`src/rtl/eocres_pkg.sv`:
```
package eocres_pkg;
  localparam int SLOTS    = 16;
  localparam int DATA_W   = 16;
  localparam int LINES    = 4;
  localparam int DB_SLOTS = 4;
  localparam int ADDR_W   = 5;
  localparam int WR_W     = 16;
  localparam int RD_W     = 32;
  localparam int SLOT_W   = $clog2(SLOTS);

  // word addresses
  localparam int ADR_SEC   = SLOTS;
  localparam int ADR_STAT0 = ADR_SEC + DB_SLOTS;
  localparam int ADR_STAT1 = ADR_STAT0 + 1;
  localparam int ADR_CTRL  = ADR_STAT0 + 2;
  localparam int ADR_DBM   = ADR_STAT0 + 3;
  localparam int ADR_MASK  = ADR_STAT0 + 4;
  localparam int ADR_EVOVF = ADR_MASK + LINES;

  // status word 1 bit positions
  localparam int ST1_IOVF  = 8;
  localparam int ST1_ANYIO = 24;
  localparam int ST1_ANYEV = 25;
  localparam int ST1_ANYV  = 26;
  localparam int ST1_ANYOV = 27;
  localparam int CTRL_RST  = 1;
  localparam int CTRL_EN   = 2;

  typedef struct packed {
    logic                eocWe;
    logic [SLOT_W-1:0]   eocSlot;
    logic [DATA_W-1:0]   eocData;
    logic [SLOTS-1:0]    rdPri;
    logic [DB_SLOTS-1:0] rdSec;
    logic                clrAll;
    logic [DB_SLOTS-1:0] dbEn;
  } dpStrobe_t;
endpackage

```
`src/rtl/eocres_datapath.sv`:
```
module eocres_datapath
  import eocres_pkg::*;
(
  input  logic                           clk,
  input  logic                           rstN,
  input  dpStrobe_t                      strb,
  output logic [SLOTS-1:0]               priValid,
  output logic [SLOTS-1:0]               ovf,
  output logic [SLOTS-1:0][DATA_W-1:0]   priData,
  output logic [DB_SLOTS-1:0]            secValid,
  output logic [DB_SLOTS-1:0][DATA_W-1:0] secData
);

  for (genvar s = 0; s < SLOTS; s++) begin : gSlot
    logic hit;
    logic vAfter;
    logic ovAfter;
    logic secFree;

    assign hit     = strb.eocWe && (strb.eocSlot == SLOT_W'(s));
    assign vAfter  = priValid[s] && !strb.rdPri[s];
    assign ovAfter = ovf[s] && !strb.rdPri[s];

    if (s < DB_SLOTS) begin : gDb
      logic              secV;
      logic [DATA_W-1:0] secD;
      assign secFree = strb.dbEn[s] && !(secV && !strb.rdSec[s]);

      always_ff @(posedge clk or negedge rstN) begin
        if (!rstN) begin
          secV <= 1'b0;
          secD <= '0;
        end else if (strb.clrAll) begin
          secV <= 1'b0;
        end else if (hit && vAfter && secFree) begin
          secD <= strb.eocData;
          secV <= 1'b1;
        end else if (strb.rdSec[s]) begin
          secV <= 1'b0;
        end
      end

      assign secValid[s] = secV;
      assign secData[s]  = secD;

      AST_DB_SECOND_NO_OVF: assert property (@(posedge clk) disable iff (!rstN)
        (hit && !strb.clrAll && strb.dbEn[s] && priValid[s] && !strb.rdPri[s]
         && !secValid[s] && !ovf[s]) |=> (secValid[s] && !ovf[s]));
    end else begin : gSingle
      assign secFree = 1'b0;

      AST_SINGLE_OVERRUN: assert property (@(posedge clk) disable iff (!rstN)
        (hit && !strb.clrAll && priValid[s] && !strb.rdPri[s]) |=> ovf[s]);
    end

    always_ff @(posedge clk or negedge rstN) begin
      if (!rstN) begin
        priValid[s] <= 1'b0;
        ovf[s]      <= 1'b0;
        priData[s]  <= '0;
      end else if (strb.clrAll) begin
        priValid[s] <= 1'b0;
        ovf[s]      <= 1'b0;
      end else if (hit && !vAfter) begin
        priData[s]  <= strb.eocData;
        priValid[s] <= 1'b1;
        ovf[s]      <= ovAfter;
      end else if (hit && !secFree) begin
        priData[s]  <= strb.eocData;
        priValid[s] <= 1'b1;
        ovf[s]      <= 1'b1;
      end else begin
        priValid[s] <= vAfter;
        ovf[s]      <= ovAfter;
      end
    end

    AST_EOC_SETS_VALID: assert property (@(posedge clk) disable iff (!rstN)
      (hit && !strb.clrAll) |=> priValid[s]);
    AST_READ_CLEARS: assert property (@(posedge clk) disable iff (!rstN)
      (strb.rdPri[s] && !hit) |=> (!priValid[s] && !ovf[s]));
    AST_SAME_CYCLE_NO_OVF: assert property (@(posedge clk) disable iff (!rstN)
      (strb.rdPri[s] && hit && !strb.clrAll) |=> (priValid[s] && !ovf[s]));
  end

endmodule

```
`src/rtl/eocres_ctrl.sv`:
```
module eocres_ctrl
  import eocres_pkg::*;
#(
  parameter int RST_CYCLES = 4
) (
  input  logic                            clk,
  input  logic                            rstN,
  input  logic                            eocIn,
  input  logic [SLOT_W-1:0]               eocSlotIn,
  input  logic [DATA_W-1:0]               eocDataIn,
  input  logic [SLOTS-1:0]                trgOvf,
  input  logic                            wrEn,
  input  logic [ADDR_W-1:0]               wrAddr,
  input  logic [WR_W-1:0]                 wrData,
  input  logic                            rdEn,
  input  logic [ADDR_W-1:0]               rdAddr,
  input  logic [SLOTS-1:0]                priValid,
  input  logic [SLOTS-1:0]                ovf,
  input  logic [SLOTS-1:0][DATA_W-1:0]    priData,
  input  logic [DB_SLOTS-1:0]             secValid,
  input  logic [DB_SLOTS-1:0][DATA_W-1:0] secData,
  output dpStrobe_t                       strb,
  output logic [RD_W-1:0]                 rdData,
  output logic [LINES-1:0]                intReq
);

  localparam int CNT_W = $clog2(RST_CYCLES + 1);
  localparam int DB_W  = (DB_SLOTS > 1) ? $clog2(DB_SLOTS) : 1;

  logic [CNT_W-1:0]            rstCnt;
  logic                        busy;
  logic [LINES-1:0]            intEn;
  logic [DB_SLOTS-1:0]         dbMask;
  logic [LINES-1:0][SLOTS-1:0] lineMask;
  logic [LINES-1:0]            intFlag;
  logic [LINES-1:0]            intOvf;
  logic [SLOTS-1:0]            evOvf;
  logic [LINES-1:0]            setVec;
  logic [LINES-1:0]            flagClr;
  logic [LINES-1:0]            iovClr;
  logic                        wrCtrl;
  logic                        wrStat1;
  logic                        wrEv;
  logic                        unusedWr;

  assign unusedWr = ^wrData;
  assign busy     = (rstCnt != '0);
  assign wrCtrl   = wrEn && (wrAddr == ADDR_W'(ADR_CTRL));
  assign wrStat1  = wrEn && (wrAddr == ADDR_W'(ADR_STAT1));
  assign wrEv     = wrEn && (wrAddr == ADDR_W'(ADR_EVOVF));

  // strobes toward the datapath
  always_comb begin
    strb         = '0;
    strb.eocWe   = eocIn && !busy;
    strb.eocSlot = eocSlotIn;
    strb.eocData = eocDataIn;
    strb.clrAll  = busy;
    strb.dbEn    = dbMask;
    for (int s = 0; s < SLOTS; s++)
      strb.rdPri[s] = rdEn && (rdAddr == ADDR_W'(s));
    for (int d = 0; d < DB_SLOTS; d++)
      strb.rdSec[d] = rdEn && (rdAddr == ADDR_W'(ADR_SEC + d));
  end

  for (genvar n = 0; n < LINES; n++) begin : gLine
    assign setVec[n]  = strb.eocWe && lineMask[n][eocSlotIn];
    assign flagClr[n] = wrStat1 && wrData[n];
    assign iovClr[n]  = wrStat1 && wrData[ST1_IOVF + n];
    assign intReq[n]  = intFlag[n] && intEn[n];

    always_ff @(posedge clk or negedge rstN) begin
      if (!rstN)
        lineMask[n] <= '0;
      else if (wrEn && (wrAddr == ADDR_W'(ADR_MASK + n)))
        lineMask[n] <= wrData[SLOTS-1:0];
    end

    AST_REFLAG_OVERRUN: assert property (@(posedge clk) disable iff (!rstN)
      (intFlag[n] && !busy && eocIn && lineMask[n][eocSlotIn]) |=> intOvf[n]);
    AST_FLAG_W1C: assert property (@(posedge clk) disable iff (!rstN)
      (wrStat1 && wrData[n] && !(eocIn && lineMask[n][eocSlotIn])) |=> !intFlag[n]);
    AST_ROUTE_SETS_FLAG: assert property (@(posedge clk) disable iff (!rstN)
      (eocIn && !busy && lineMask[n][eocSlotIn]) |=> intFlag[n]);
  end

  // soft reset, control, two-deep mask
  always_ff @(posedge clk or negedge rstN) begin
    if (!rstN) begin
      rstCnt <= '0;
      intEn  <= '0;
      dbMask <= '0;
    end else begin
      if (wrCtrl && wrData[CTRL_RST])
        rstCnt <= CNT_W'(RST_CYCLES);
      else if (busy)
        rstCnt <= rstCnt - 1'b1;
      if (wrCtrl)
        intEn <= wrData[CTRL_EN +: LINES];
      if (wrEn && (wrAddr == ADDR_W'(ADR_DBM)))
        dbMask <= wrData[DB_SLOTS-1:0];
    end
  end

  // flags and sticky overrun bits
  always_ff @(posedge clk or negedge rstN) begin
    if (!rstN) begin
      intFlag <= '0;
      intOvf  <= '0;
      evOvf   <= '0;
    end else if (busy) begin
      intFlag <= '0;
      intOvf  <= '0;
      evOvf   <= '0;
    end else begin
      intFlag <= setVec | (intFlag & ~flagClr);
      intOvf  <= (setVec & intFlag) | (intOvf & ~iovClr);
      evOvf   <= trgOvf | (evOvf & ~(wrEv ? wrData[SLOTS-1:0] : '0));
    end
  end

  // read mux
  logic [ADDR_W-1:0] secOff;
  logic [DB_W-1:0]   secIdx;
  logic [SLOT_W-1:0] priIdx;
  assign secOff = rdAddr - ADDR_W'(ADR_SEC);
  assign secIdx = secOff[DB_W-1:0];
  assign priIdx = rdAddr[SLOT_W-1:0];

  always_comb begin
    rdData = '0;
    if (int'(rdAddr) < SLOTS) begin
      rdData[DATA_W-1:0] = priData[priIdx];
      rdData[DATA_W]     = ovf[priIdx];
      rdData[DATA_W+1]   = priValid[priIdx];
    end else if (int'(rdAddr) < ADR_SEC + DB_SLOTS) begin
      rdData[DATA_W-1:0] = secData[secIdx];
      rdData[DATA_W]     = ovf[secIdx];
      rdData[DATA_W+1]   = secValid[secIdx];
    end else if (rdAddr == ADDR_W'(ADR_STAT0)) begin
      rdData = {ovf, priValid};
    end else if (rdAddr == ADDR_W'(ADR_STAT1)) begin
      rdData[LINES-1:0]             = intFlag;
      rdData[ST1_IOVF +: LINES]     = intOvf;
      rdData[ST1_ANYIO]             = |intOvf;
      rdData[ST1_ANYEV]             = |evOvf;
      rdData[ST1_ANYV]              = (|priValid) || (|secValid);
      rdData[ST1_ANYOV]             = |ovf;
    end else if (rdAddr == ADDR_W'(ADR_CTRL)) begin
      rdData[CTRL_RST]              = busy;
      rdData[CTRL_EN +: LINES]      = intEn;
    end else if (rdAddr == ADDR_W'(ADR_DBM)) begin
      rdData[DB_SLOTS-1:0]          = dbMask;
    end else if (int'(rdAddr) >= ADR_MASK && int'(rdAddr) < ADR_MASK + LINES) begin
      rdData[SLOTS-1:0]             = lineMask[rdAddr - ADDR_W'(ADR_MASK)];
    end else if (rdAddr == ADDR_W'(ADR_EVOVF)) begin
      rdData[SLOTS-1:0]             = evOvf;
    end
  end

  AST_RESET_CLEARS_STATE: assert property (@(posedge clk) disable iff (!rstN)
    busy |=> (intFlag == '0 && intOvf == '0 && evOvf == '0));
  AST_RESET_BOUNDED: assert property (@(posedge clk) disable iff (!rstN)
    (busy && !wrCtrl) |=> (rstCnt < $past(rstCnt)));
  AST_TRIG_STICKY: assert property (@(posedge clk) disable iff (!rstN)
    (!busy && (trgOvf != '0)) |=> ((evOvf & $past(trgOvf)) == $past(trgOvf)));

endmodule

```
`src/rtl/eocres_top.sv`:
```
module eocres_top
  import eocres_pkg::*;
#(
  parameter int RST_CYCLES = 4
) (
  input  logic        clk,
  input  logic        rstN,
  input  logic        eocValid,
  input  logic [3:0]  eocSlot,
  input  logic [15:0] eocData,
  input  logic [15:0] trgOvf,
  input  logic        wrEn,
  input  logic [4:0]  wrAddr,
  input  logic [15:0] wrData,
  input  logic        rdEn,
  input  logic [4:0]  rdAddr,
  output logic [31:0] rdData,
  output logic [3:0]  intReq
);

  dpStrobe_t                       strb;
  logic [SLOTS-1:0]                priValid;
  logic [SLOTS-1:0]                ovf;
  logic [SLOTS-1:0][DATA_W-1:0]    priData;
  logic [DB_SLOTS-1:0]             secValid;
  logic [DB_SLOTS-1:0][DATA_W-1:0] secData;

  eocres_ctrl #(.RST_CYCLES(RST_CYCLES)) ctrl_i (
    .clk       (clk),
    .rstN      (rstN),
    .eocIn     (eocValid),
    .eocSlotIn (eocSlot),
    .eocDataIn (eocData),
    .trgOvf    (trgOvf),
    .wrEn      (wrEn),
    .wrAddr    (wrAddr),
    .wrData    (wrData),
    .rdEn      (rdEn),
    .rdAddr    (rdAddr),
    .priValid  (priValid),
    .ovf       (ovf),
    .priData   (priData),
    .secValid  (secValid),
    .secData   (secData),
    .strb      (strb),
    .rdData    (rdData),
    .intReq    (intReq)
  );

  eocres_datapath dp_i (
    .clk      (clk),
    .rstN     (rstN),
    .strb     (strb),
    .priValid (priValid),
    .ovf      (ovf),
    .priData  (priData),
    .secValid (secValid),
    .secData  (secData)
  );

endmodule

```
`config.mk`:
```
export PLATFORM = sky130hd
export DESIGN_NAME = eocres_top
export DESIGN_NICKNAME = d
export VERILOG_FILES = /design/src/rtl/eocres_pkg.sv /design/src/rtl/eocres_datapath.sv /design/src/rtl/eocres_ctrl.sv /design/src/rtl/eocres_top.sv
export SDC_FILE = /design/constraint.sdc
export NUM_CORES = 1
export LEC_CHECK = 0
export BUFFER_PORTS_ARGS = -buffer_cell sky130_fd_sc_hd__buf_2
export CAP_MARGIN = 10
export CORE_ASPECT_RATIO = 0.8
export CORE_MARGIN = 3
export CORE_UTILIZATION = 59
export CTS_CLUSTER_SIZE = 10
export DETAILED_ROUTE_END_ITERATION = 8
export PLACE_DENSITY = 0.75
export SLEW_MARGIN = 0
export SYNTH_ARGS = -nofsm -noshare
export SYNTH_HDL_FRONTEND = slang
export SYNTH_SLANG_ARGS = --single-unit
```
`constraint.sdc`:
```
create_clock -name clk -period 3 [get_ports clk]
set_input_delay 0 -clock clk [delete_from_list [all_inputs] [get_ports clk]]
set_output_delay 0 -clock clk [all_outputs]
set_load 0.05 [all_outputs]
```
# After elaboration in Yosys (flattened, before gate mapping)
# Index checks and enable logic that the tools add are counted.
[totals] regBits=455 inputBits=67 output_inout_bits=36 wordCells=550
[classes] addsub=3 n_lt_le_gt_ge=9 n_eq_ne=47 n_mux=188 n_bitwise=11 n_reduce_logical=226
[ops] operator="16-bit two-way mux" count=40
[ops] operator="1-bit logical AND" count=131
[ops] operator="1-bit two-way mux" count=117
[ops] operator="5-bit == test, second input constant" count=17
[ops] operator="16-bit binary-select mux with 2-bit select" count=2
[ops] operator="16-bit binary-select mux with 4-bit select" count=1
[ops] operator="16-bit OR reduction" count=3
[ops] operator="1-bit logical NOT" count=45
[ops] operator="5-bit by 4-bit == test with 1-bit output, second input constant" count=8
[ops] operator="4-bit two-way mux" count=10
[ops] operator="2-bit AND reduction" count=20
[ops] operator="18-bit two-way mux" count=2
[ops] operator="2-bit nonzero test" count=17
[ops] operator="4-bit == test, second input constant" count=8
[ops] operator="14-bit two-way mux" count=2
[ops] operator="1-bit binary-select mux with 4-bit select" count=6
[ops] operator="5-bit by 3-bit == test with 1-bit output, second input constant" count=4
[ops] operator="16-bit bitwise AND" count=1
[ops] operator="4-bit by 3-bit == test with 1-bit output, second input constant" count=4
[ops] operator="16-bit inverter" count=1
[ops] operator="16-bit bitwise OR" count=1
[ops] operator="5-bit less-than comparator, second input constant" count=3
[ops] operator="3-bit nonzero test" count=5
[ops] operator="4-bit bitwise AND" count=3
[ops] operator="other kinds (25)" count=33

# Longest topological paths before layout
# Gate-level depths: netlist (run 1).
[depth] word_depth=11 depth_mapped=10

# Modules after synthesis
# A second synthesis (run 1) with hierarchy kept.
[hier_totals] cells_unflattened=1654 hier_area_um2=22510.3
[modules_own_cells] mod="eocres_datapath" instances=1 cells_each=881 area_per_inst_um2=13703.1 seq_area_each_um2=8908.5
[modules_own_cells] mod="eocres_ctrl" instances=1 cells_each=773 area_per_inst_um2=8807.2 seq_area_each_um2=2477.4

# Worst setup path before layout (run 1)
# OpenSTA, ideal clock, no wires.
[synth_path] path_kind="input port to output port" from="in rdAddr[1]" to="out rdData[8]" arrival_time_ns=2.836 required_time_ns=3.000 setup_slack_ns=0.164 cell_stages=6 cell_sequence="buf_2 > buf_2 > buf_1 > mux4_2 > mux2i_1 > o311ai_0"
[synth_via] elab_chain_cells=10 word_cells_on_any_way=26
[synth_rtl] element="from (decl)" line_no="eocres_top.sv:16" text="input logic [4:0] rdAddr,"
[synth_rtl] element="5-bit subtractor" line_no="eocres_ctrl.sv:155" text="rdData[SLOTS-1:0] = lineMask[rdAddr - ADDR_W'(ADR_MASK)];"
[synth_rtl] element="16-bit binary-select mux with 2-bit select" line_no="eocres_ctrl.sv:155"
[synth_rtl] element="16-bit two-way mux (not written as such)" line_no="eocres_ctrl.sv:155"
[synth_rtl] element="16-bit two-way mux" line_no="eocres_ctrl.sv:154" text="end else if (int'(rdAddr) >= ADR_MASK && int'(rdAddr) < ADR_MASK + LINES) begin"
[synth_rtl] element="12-bit two-way mux" line_no="eocres_ctrl.sv:152" text="end else if (rdAddr == ADDR_W'(ADR_DBM)) begin"
[synth_rtl] element="10-bit two-way mux" line_no="eocres_ctrl.sv:149" text="end else if (rdAddr == ADDR_W'(ADR_CTRL)) begin"
[synth_rtl] element="4-bit two-way mux" line_no="eocres_ctrl.sv:142" text="end else if (rdAddr == ADDR_W'(ADR_STAT1)) begin"
[synth_rtl] element="16-bit two-way mux" line_no="eocres_ctrl.sv:140" text="end else if (rdAddr == ADDR_W'(ADR_STAT0)) begin"
[synth_rtl] element="18-bit two-way mux" line_no="eocres_ctrl.sv:136" text="end else if (int'(rdAddr) < ADR_SEC + DB_SLOTS) begin"
[synth_rtl] element="18-bit two-way mux *" line_no="eocres_ctrl.sv:132" text="if (int'(rdAddr) < SLOTS) begin"
[synth_rtl] element="to (decl)" line_no="eocres_top.sv:17" text="output logic [31:0] rdData,"
# Every way passes the cells marked *; elsewhere a longest branch is shown, timed or not. The select of a mux whose other input is x is not followed.

# Final worst setup path (run 1)
[layout_path] from="in rdAddr[3]" to="out rdData[4]"
[layout_via] elab_chain_cells=9 word_cells_on_any_way=20
[layout_rtl] element="5-bit greater-or-equal comparator (tied with other cells)" line_no="eocres_ctrl.sv:154"
[layout_rtl] element="1-bit logical AND / 16-bit two-way mux (equally long branches)" line_no="eocres_ctrl.sv:154, eocres_ctrl.sv:156"
[layout_rtl] element="16-bit two-way mux" line_no="eocres_ctrl.sv:154"
[layout_rtl] element="12-bit two-way mux" line_no="eocres_ctrl.sv:152"
[layout_rtl] element="5-bit two-way mux" line_no="eocres_ctrl.sv:149"
[layout_rtl] element="4-bit two-way mux" line_no="eocres_ctrl.sv:142"
[layout_rtl] element="16-bit two-way mux" line_no="eocres_ctrl.sv:140"
[layout_rtl] element="18-bit two-way mux" line_no="eocres_ctrl.sv:136"
[layout_rtl] element="18-bit two-way mux *" line_no="eocres_ctrl.sv:132"
# Marked as above.

==> run summary, run 1 <==
status: finished, final reports clean
Min Clock Period, post-route: 2.93 ns
Synth cell types: 78
total negative setup slack: 0 ns
Max rail drop VDD: 515 µV
Crit. End Element: primary output
sequential fraction of the synthesis area: 50.9%
Synth warnings: 0
largest net degree at the start of global routing: 97
final antenna-violating net count: 0
Area Growth Syn to Fin: 14.3%
CTS H-Tree Depth: 2
Psw: 4.95 mW
Slew @ Worst Pin: 1.10 ns
MaxCap Viol Count: 0
Worst Skew: 0.0162 ns
critical path required time: 3.00 ns
Chip Height: 180 µm
worst-skew pair later-pin latency: 0.57 ns
area leader, netlist: dfrtp_1
Max Freq: 341 MHz
Final HPWL DP: 42.6 mm
critical path fanouts, max: 15
nets: 1852
Vias/cell: 6.64
Synth Area in Compound Gates: 5.28%
CTS tree: done
Sink Count: 455
Cells after Synth: 1609
Starting Density: 60.2%
share of cells above drive strength 1: 44.0%
Die Area: 40300 µm²
final hold violation count: 0
Core Rows: 63
Cells after DPL: 2146
largest family of logic cells by synthesized area: multiplexers
EDFF count, synth: 0
Clock power frac: 30.3%
internal power component: 12.8 mW
min-delay worst type: in2reg
Synth Flop Type: dfrtp_1
WP data arrival: 2.93 ns
synth top area cells: dfrtp_1 51%, mux2_2 19%, mux4_2 12%
normalized max-slew margin: 26.6%
Pleak: 11.9 nW
cts bufs inserted: 51
unrepaired setup endpoints after global routing: no
Tot GR Track Use: 32.0%
# port buffers: 102
Clock Tree Root: clkbuf_16
Adder-Cell Fraction of Synth Area: 0.112%
first-pass GRT wire length: 98.1 mm
PwrDens: 693 nW/µm²
Core Box Area: 37200 µm²
Sw Ratio: 27.9%
fin crit share: 97.7%
DR WL/cell: 28.0 µm
Post-synth ARST share: 100%
Synth top area share: 50.9%
Place WS: 0.374 ns
post-CTS setup repair buffer count: 0
grt ovf: 0
Critical Path Source Type: input port
Final Util: 68.8%
detailed-route via count: 15100
Slew Limit Fails: 0
number of global-route vias before repair: 16000
WL final: 63.7 mm
final cell count without fillers: 2274
Ports: 103
Synth top cells by count: 455 x dfrtp_1, 380 x mux2_2, 117 x mux4_2
drt first pass iters: 5
clock-pin slew on the worst setup and hold paths: 0.05 ns
Post-route DRC: 0
count leader, synth: dfrtp_1
initial antenna violation count: 2
combinational share of power: 22.1%
post-synthesis mux area share: 34.2%
Syn Nets: 1678
Yosys reg bits: 455
DRC marker count from the first detailed-route iteration: 1624
post-synthesis simple-gate area fraction: 6.33%
final setup fails: 0
Post-Synth XOR/XNOR Area: 0.0391%
Setup WS post-layout: 0.0682 ns
Mapped Area: 22400 µm²
sequential share of power: 47.5%
syn avg cell area: 13.9 µm²
CP Class: in2out
routability-driven placement congestion ratio: 1.01
Clock Path Buffers: 3
Die W: 224 µm
-- critical path, stage by stage --
cell	delay [ns]
dlygate4sd3_1	0.52
buf_2	0.24
buf_4	0.28
inv_2	0.12
nor2_1	0.65
nand2_1	0.25
a22o_1	0.31
a31oi_1	0.22
buf_2	0.31
-- metal layers --
layer | global-route usage, % | vias up | routed length (µm)
met5 | 0 | - | 54
met4 | 9.36 | 2 | 2000
met3 | 8.89 | 133 | 6520
met2 | 47.9 | 730 | 28600
met1 | 46.4 | 7891 | 26500
li1 | - | 6348 | -
-- power groups by stage --
stage          Combinational [mW]  Sequential (mW)  Clock [mW]
2_1_floorplan                2.86             8.17           0
3_3_place_gp                 3.62             8.42           0
3_5_place_dp                 3.76             8.51           0
4_1_cts                      3.90             8.42        5.44
5_1_grt                      4.20             8.60        5.71
6_report                     3.93             8.43        5.38
-- cells by family (layout without fill, tap and decap cells) --
kind of cell | Yosys count | after routing
DFF | 455 | 455
muxes | 561 | 561
adders and majority gates | 2 | 2
other | 0 | 1
buffers and inverters | 139 | 316
AOI/OAI and AO/OA | 177 | 177
xor gates and xnor gates | 1 | 1
and+or+nand+nor | 274 | 274
-- worst paths after layout --
path	startpoint	to	slack, ns	cells after the start
max	rdAddr[3]	rdData[4]	0.07	9
min	wrAddr[0]	ctrl_i.dbMask[3]	0.02	4
max reg2reg	ctrl_i.rstCnt[0]	dp_i.priData[30]	0.35	7
min reg2reg	dp_i.priData[103]	dp_i.priData[103]	0.50	1
max in group asynchronous	rstN	dp_i.priData[79]	1.91	3
min in group asynchronous	rstN	dp_i.priData[248]	0.09	2
-- registers in the layout (all words and copies together), names as in the netlist --
signal and cells:
ctrl_i.rstCnt 3, ctrl_i.intFlag 4, ctrl_i.lineMask 64, dp_i.priValid 16
dp_i.priData 256, ctrl_i.intEn 4, dp_i.ovf 16, ctrl_i.evOvf 16
dp_i.gSlot.gDb.secV 4, ctrl_i.intOvf 4, ctrl_i.dbMask 4, dp_i.gSlot.gDb.secD 64
-- per-stage QoR --
stage / total power [mW] / hold slack, ns / area [µm²]
2_1_floorplan: 11.0 / -0.296 / 22400
3_3_place_gp: 12.0 / 0.0975 / 23500
3_5_place_dp: 12.3 / 0.108 / 23500
4_1_cts: 17.8 / 0.000230 / 25600
5_1_grt: 18.5 / 0.0360 / 25600
6_report: 17.7 / 0.0183 / 25600
-- timing repair --
item	4_1_cts	5_1_grt
resized for setup	0	0
hold buffers	71	0
endpoints found under the hold margin	474	0
-- layout make-up --
| class | count | area, µm² |
|---|---|---|
| Antenna cell | 1 | 2.50 |
| Clock buffer | 54 | 1310 |
| Clock inverter | 2 | 32.5 |
| Fill cell | 2577 | 11600 |
| Inverter | 10 | 37.5 |
| Multi-Input combinational cell | 1015 | 10300 |
| Sequential cell | 455 | 11400 |
| Tap cell | 487 | 609 |
| Timing Repair Buffer | 250 | 1930 |
-- cell usage in the layout, fill, tap and decap left out, types with 5 or more instances in the layout --
cell,count
nand2_1,93
a32o_1,6
a31oi_1,12
mux2i_1,44
dfrtp_1,455
buf_2,98
mux2_2,380
nor4_1,16
buf_4,70
o221ai_1,7
buf_12,8
nand4_1,7
o21ai_0,37
a221oi_1,7
and2_1,16
mux4_2,117
o22ai_1,5
clkbuf_16,51
a22oi_1,9
nor2b_1,8
nor2_1,60
nor2_2,7
mux2_4,19
nand3_1,13
inv_1,7
a21oi_1,48
dlygate4sd3_1,71
nand2b_1,15
a31o_2,6
(Power assumes the default switching activity.)
==> inputs of run 2 (changes only) <==
--- a/config.mk
+++ b/config.mk
@@ -13,6 +13,7 @@
 export CTS_CLUSTER_SIZE = 10
 export DETAILED_ROUTE_END_ITERATION = 8
 export PLACE_DENSITY = 0.75
+export RECOVER_POWER = 50
 export SLEW_MARGIN = 0
 export SYNTH_ARGS = -nofsm -noshare
 export SYNTH_HDL_FRONTEND = slang
==> run summary, run 2 (synthesized netlist as in run 1, its figures left out) <==
status: finished, violations left
failing checks: max-capacitance violations, max-slew violations
Sink Count: 455 (unchanged)
Psw: 4.94 mW (-0.11%)
largest net degree at the start of global routing: 97 (unchanged)
Hold Crit Start: wrAddr[0]
Hold Path Depth: 4 (unchanged)
fin crit share: 99.3% (+1.6 points)
clock-pin slew on the worst setup and hold paths: 0.05 ns (about the same)
Slew @ Worst Pin: 2.66 ns (+1.56 ns)
Critical Path Source Type: input port
first-pass GRT wire length: 98.1 mm (unchanged)
Max Freq: 336 MHz (-1.6%)
critical path required time: 3.00 ns (about the same)
DR WL/cell: 28.0 µm (about the same)
Crit. End Element: primary output
Sw Ratio: 27.9% (about the same)
MaxCap Viol Count: 1 (+1)
final setup fails: 0 (unchanged)
number of global-route vias before repair: 16000 (unchanged)
unrepaired setup endpoints after global routing: no
Pleak: 11.9 nW (-0.14%)
# port buffers: 102 (unchanged)
Worst Skew: 0.0160 ns (-0.000200 ns)
Clock power frac: 30.3% (about the same)
number of gates resized after CTS: 0 (unchanged)
commonest non-fill, non-tap cell in the layout: dfrtp_1
max reg flops: 256 (unchanged)
Ports: 103 (unchanged)
Largest regs: dp_i.priData x256, ctrl_i.lineMask x64, dp_i.gSlot.gDb.secD x64
CTS H-Tree Depth: 2 (unchanged)
sequential share of power: 47.6% (about the same)
share of cells above drive strength 1: 43.8% (-0.17 points)
PwrDens: 694 nW/µm² (about the same)
CTS tree: done
CP Class: in2out
detailed-route via count: 15200 (+0.76%)
RR Endpoint: dp_i.priData[30]
WP data arrival: 2.98 ns (+0.05 ns)
Clock Tree Root: clkbuf_16
combinational share of power: 22.1% (about the same)
Max rail drop VDD: 515 µV (about the same)
Final Util: 68.7% (-0.071 points)
Core Box Area: 37200 µm² (unchanged)
Starting Density: 60.2% (unchanged)
min-delay worst type: in2reg
Die W: 224 µm (unchanged)
grt ovf: 0 (unchanged)
fill cell count: 2582 (+0.19%)
nets: 1852 (unchanged)
total negative setup slack: 0 ns (unchanged)
worst reg2reg setup slack: 0.34 ns (about the same)
Post-route DRC: 0 (unchanged)
WL final: 63.7 mm (about the same)
R2R Path Start: ctrl_i.rstCnt[0]
Core Rows: 63 (unchanged)
routability-driven placement congestion ratio: 1.01 (unchanged)
Min Clock Period, post-route: 2.98 ns (+0.0477 ns)
reg2reg path depth: 7 (unchanged)
worst-skew pair later-pin latency: 0.57 ns (about the same)
Hold Path Sink: ctrl_i.dbMask[3]
Tot GR Track Use: 32.0% (unchanged)
Slew Limit Fails: 94 (+94)
final hold violation count: 0 (unchanged)
final antenna-violating net count: 0 (unchanged)
internal power component: 12.8 mW (about the same)
Clock Path Buffers: 3 (unchanged)
Die Area: 40300 µm² (unchanged)
Final HPWL DP: 42.6 mm (unchanged)
Area Growth Syn to Fin: 14.2%
initial antenna violation count: 2 (unchanged)
cts bufs inserted: 51 (unchanged)
DRC marker count from the first detailed-route iteration: 1659 (+2.2%)
normalized max-slew margin: -77.1% (-100 points)
drt first pass iters: 5 (unchanged)
most frequent cells in the layout: 455 x dfrtp_1, 380 x mux2_2, 117 x mux4_2, 97 x buf_2, 93 x nand2_1
critical path fanouts, max: 15 (unchanged)
most flop-heavy register: dp_i.priData
Chip Height: 180 µm (unchanged)
Vias/cell: 6.69 (+0.76%)
==> run 2: changes by cell type in the layout (fill, tap and decap cells not counted) <==
cell      previous run  this run
clkbuf_2             0         4
clkbuf_1             1         4
buf_8                1         0
buf_4               70        65
buf_2               98        97
==> run 2: worst max-delay path, stage by stage <==
cell,delay [ns]
dlygate4sd3_1,0.52
buf_2,0.25
buf_4,0.29
inv_2,0.12
nor2_1,0.68
nand2_1,0.25
a22o_1,0.31
a31oi_1,0.23
buf_2,0.31
==> run 2: routing by layer <==
metal / routed length [µm] / share of wire (%) / GRT usage [%] / up-vias
li1: - / - / - / 6340
met1: 26400 / 41 / 46.4 / 7961
met2: 28700 / 45 / 47.9 / 786
met3: 6590 / 10 / 8.89 / 130
met4: 1970 / 3.1 / 9.36 / 2
met5: 54 / 0.085 / 0 / -
==> run 2: worst max-delay path by stage <==
stage / from / end / slack, ns / depth (start not counted)
after floorplan: rdAddr[1] / rdData[8] / 0.16 / 6
after global placement: ctrl_i.rstCnt[0] / dp_i.priData[4] / 0.49 / 8
after detailed placement: ctrl_i.rstCnt[0] / dp_i.priData[29] / 0.37 / 7
after CTS: rdAddr[3] / rdData[4] / 0.16 / 9
after global routing: rstN / dp_i.ovf[10] / 0.03 / 3
final: rdAddr[3] / rdData[4] / 0.02 / 9
==> run 2: repair_timing <==
| item | CTS | global route |
|---|---|---|
| hold endpoints to repair | 474 | 0 |
| hold buffers | 71 | 0 |
| setup buffers | 0 | 0 |
==> run 2: power by group through the flow <==
stage / sequential (mW) / combinational (mW) / clock (mW)
floorplan: 8.17 / 2.86 / 0
global placement: 8.42 / 3.62 / 0
detailed placement: 8.51 / 3.76 / 0
CTS: 8.42 / 3.90 / 5.44
global route: 8.60 / 4.19 / 5.71
finish: 8.43 / 3.92 / 5.38
==> run 2: final cells by class <==
class / count / area, µm² / area share (%)
antenna: 1 / 2.50 / 0.00979
clock buffer: 54 / 1310 / 5.11
clock inverter: 2 / 32.5 / 0.127
inverter: 10 / 37.5 / 0.147
multi-input combinational: 1015 / 10300 / 40.3
sequential: 455 / 11400 / 44.5
tap: 487 / 609 / 2.38
timing repair buffer: 250 / 1900 / 7.43
==> run 2: through the flow <==
step / cells / hold slack (ns) / worst slack [ns] / power [mW] / instance area, µm²
3_3_place_gp: 2146 / 0.0975 / 0.493 / 12.0 / 23500
5_1_grt: 2274 / 0.0375 / 0.0315 / 18.5 / 25600
3_5_place_dp: 2146 / 0.108 / 0.374 / 12.3 / 23500
6_report: 2274 / 0.0243 / 0.0205 / 17.7 / 25600
2_1_floorplan: 1609 / -0.296 / 0.164 / 11.0 / 22400
4_1_cts: 2273 / 0.000230 / 0.161 / 17.8 / 25600
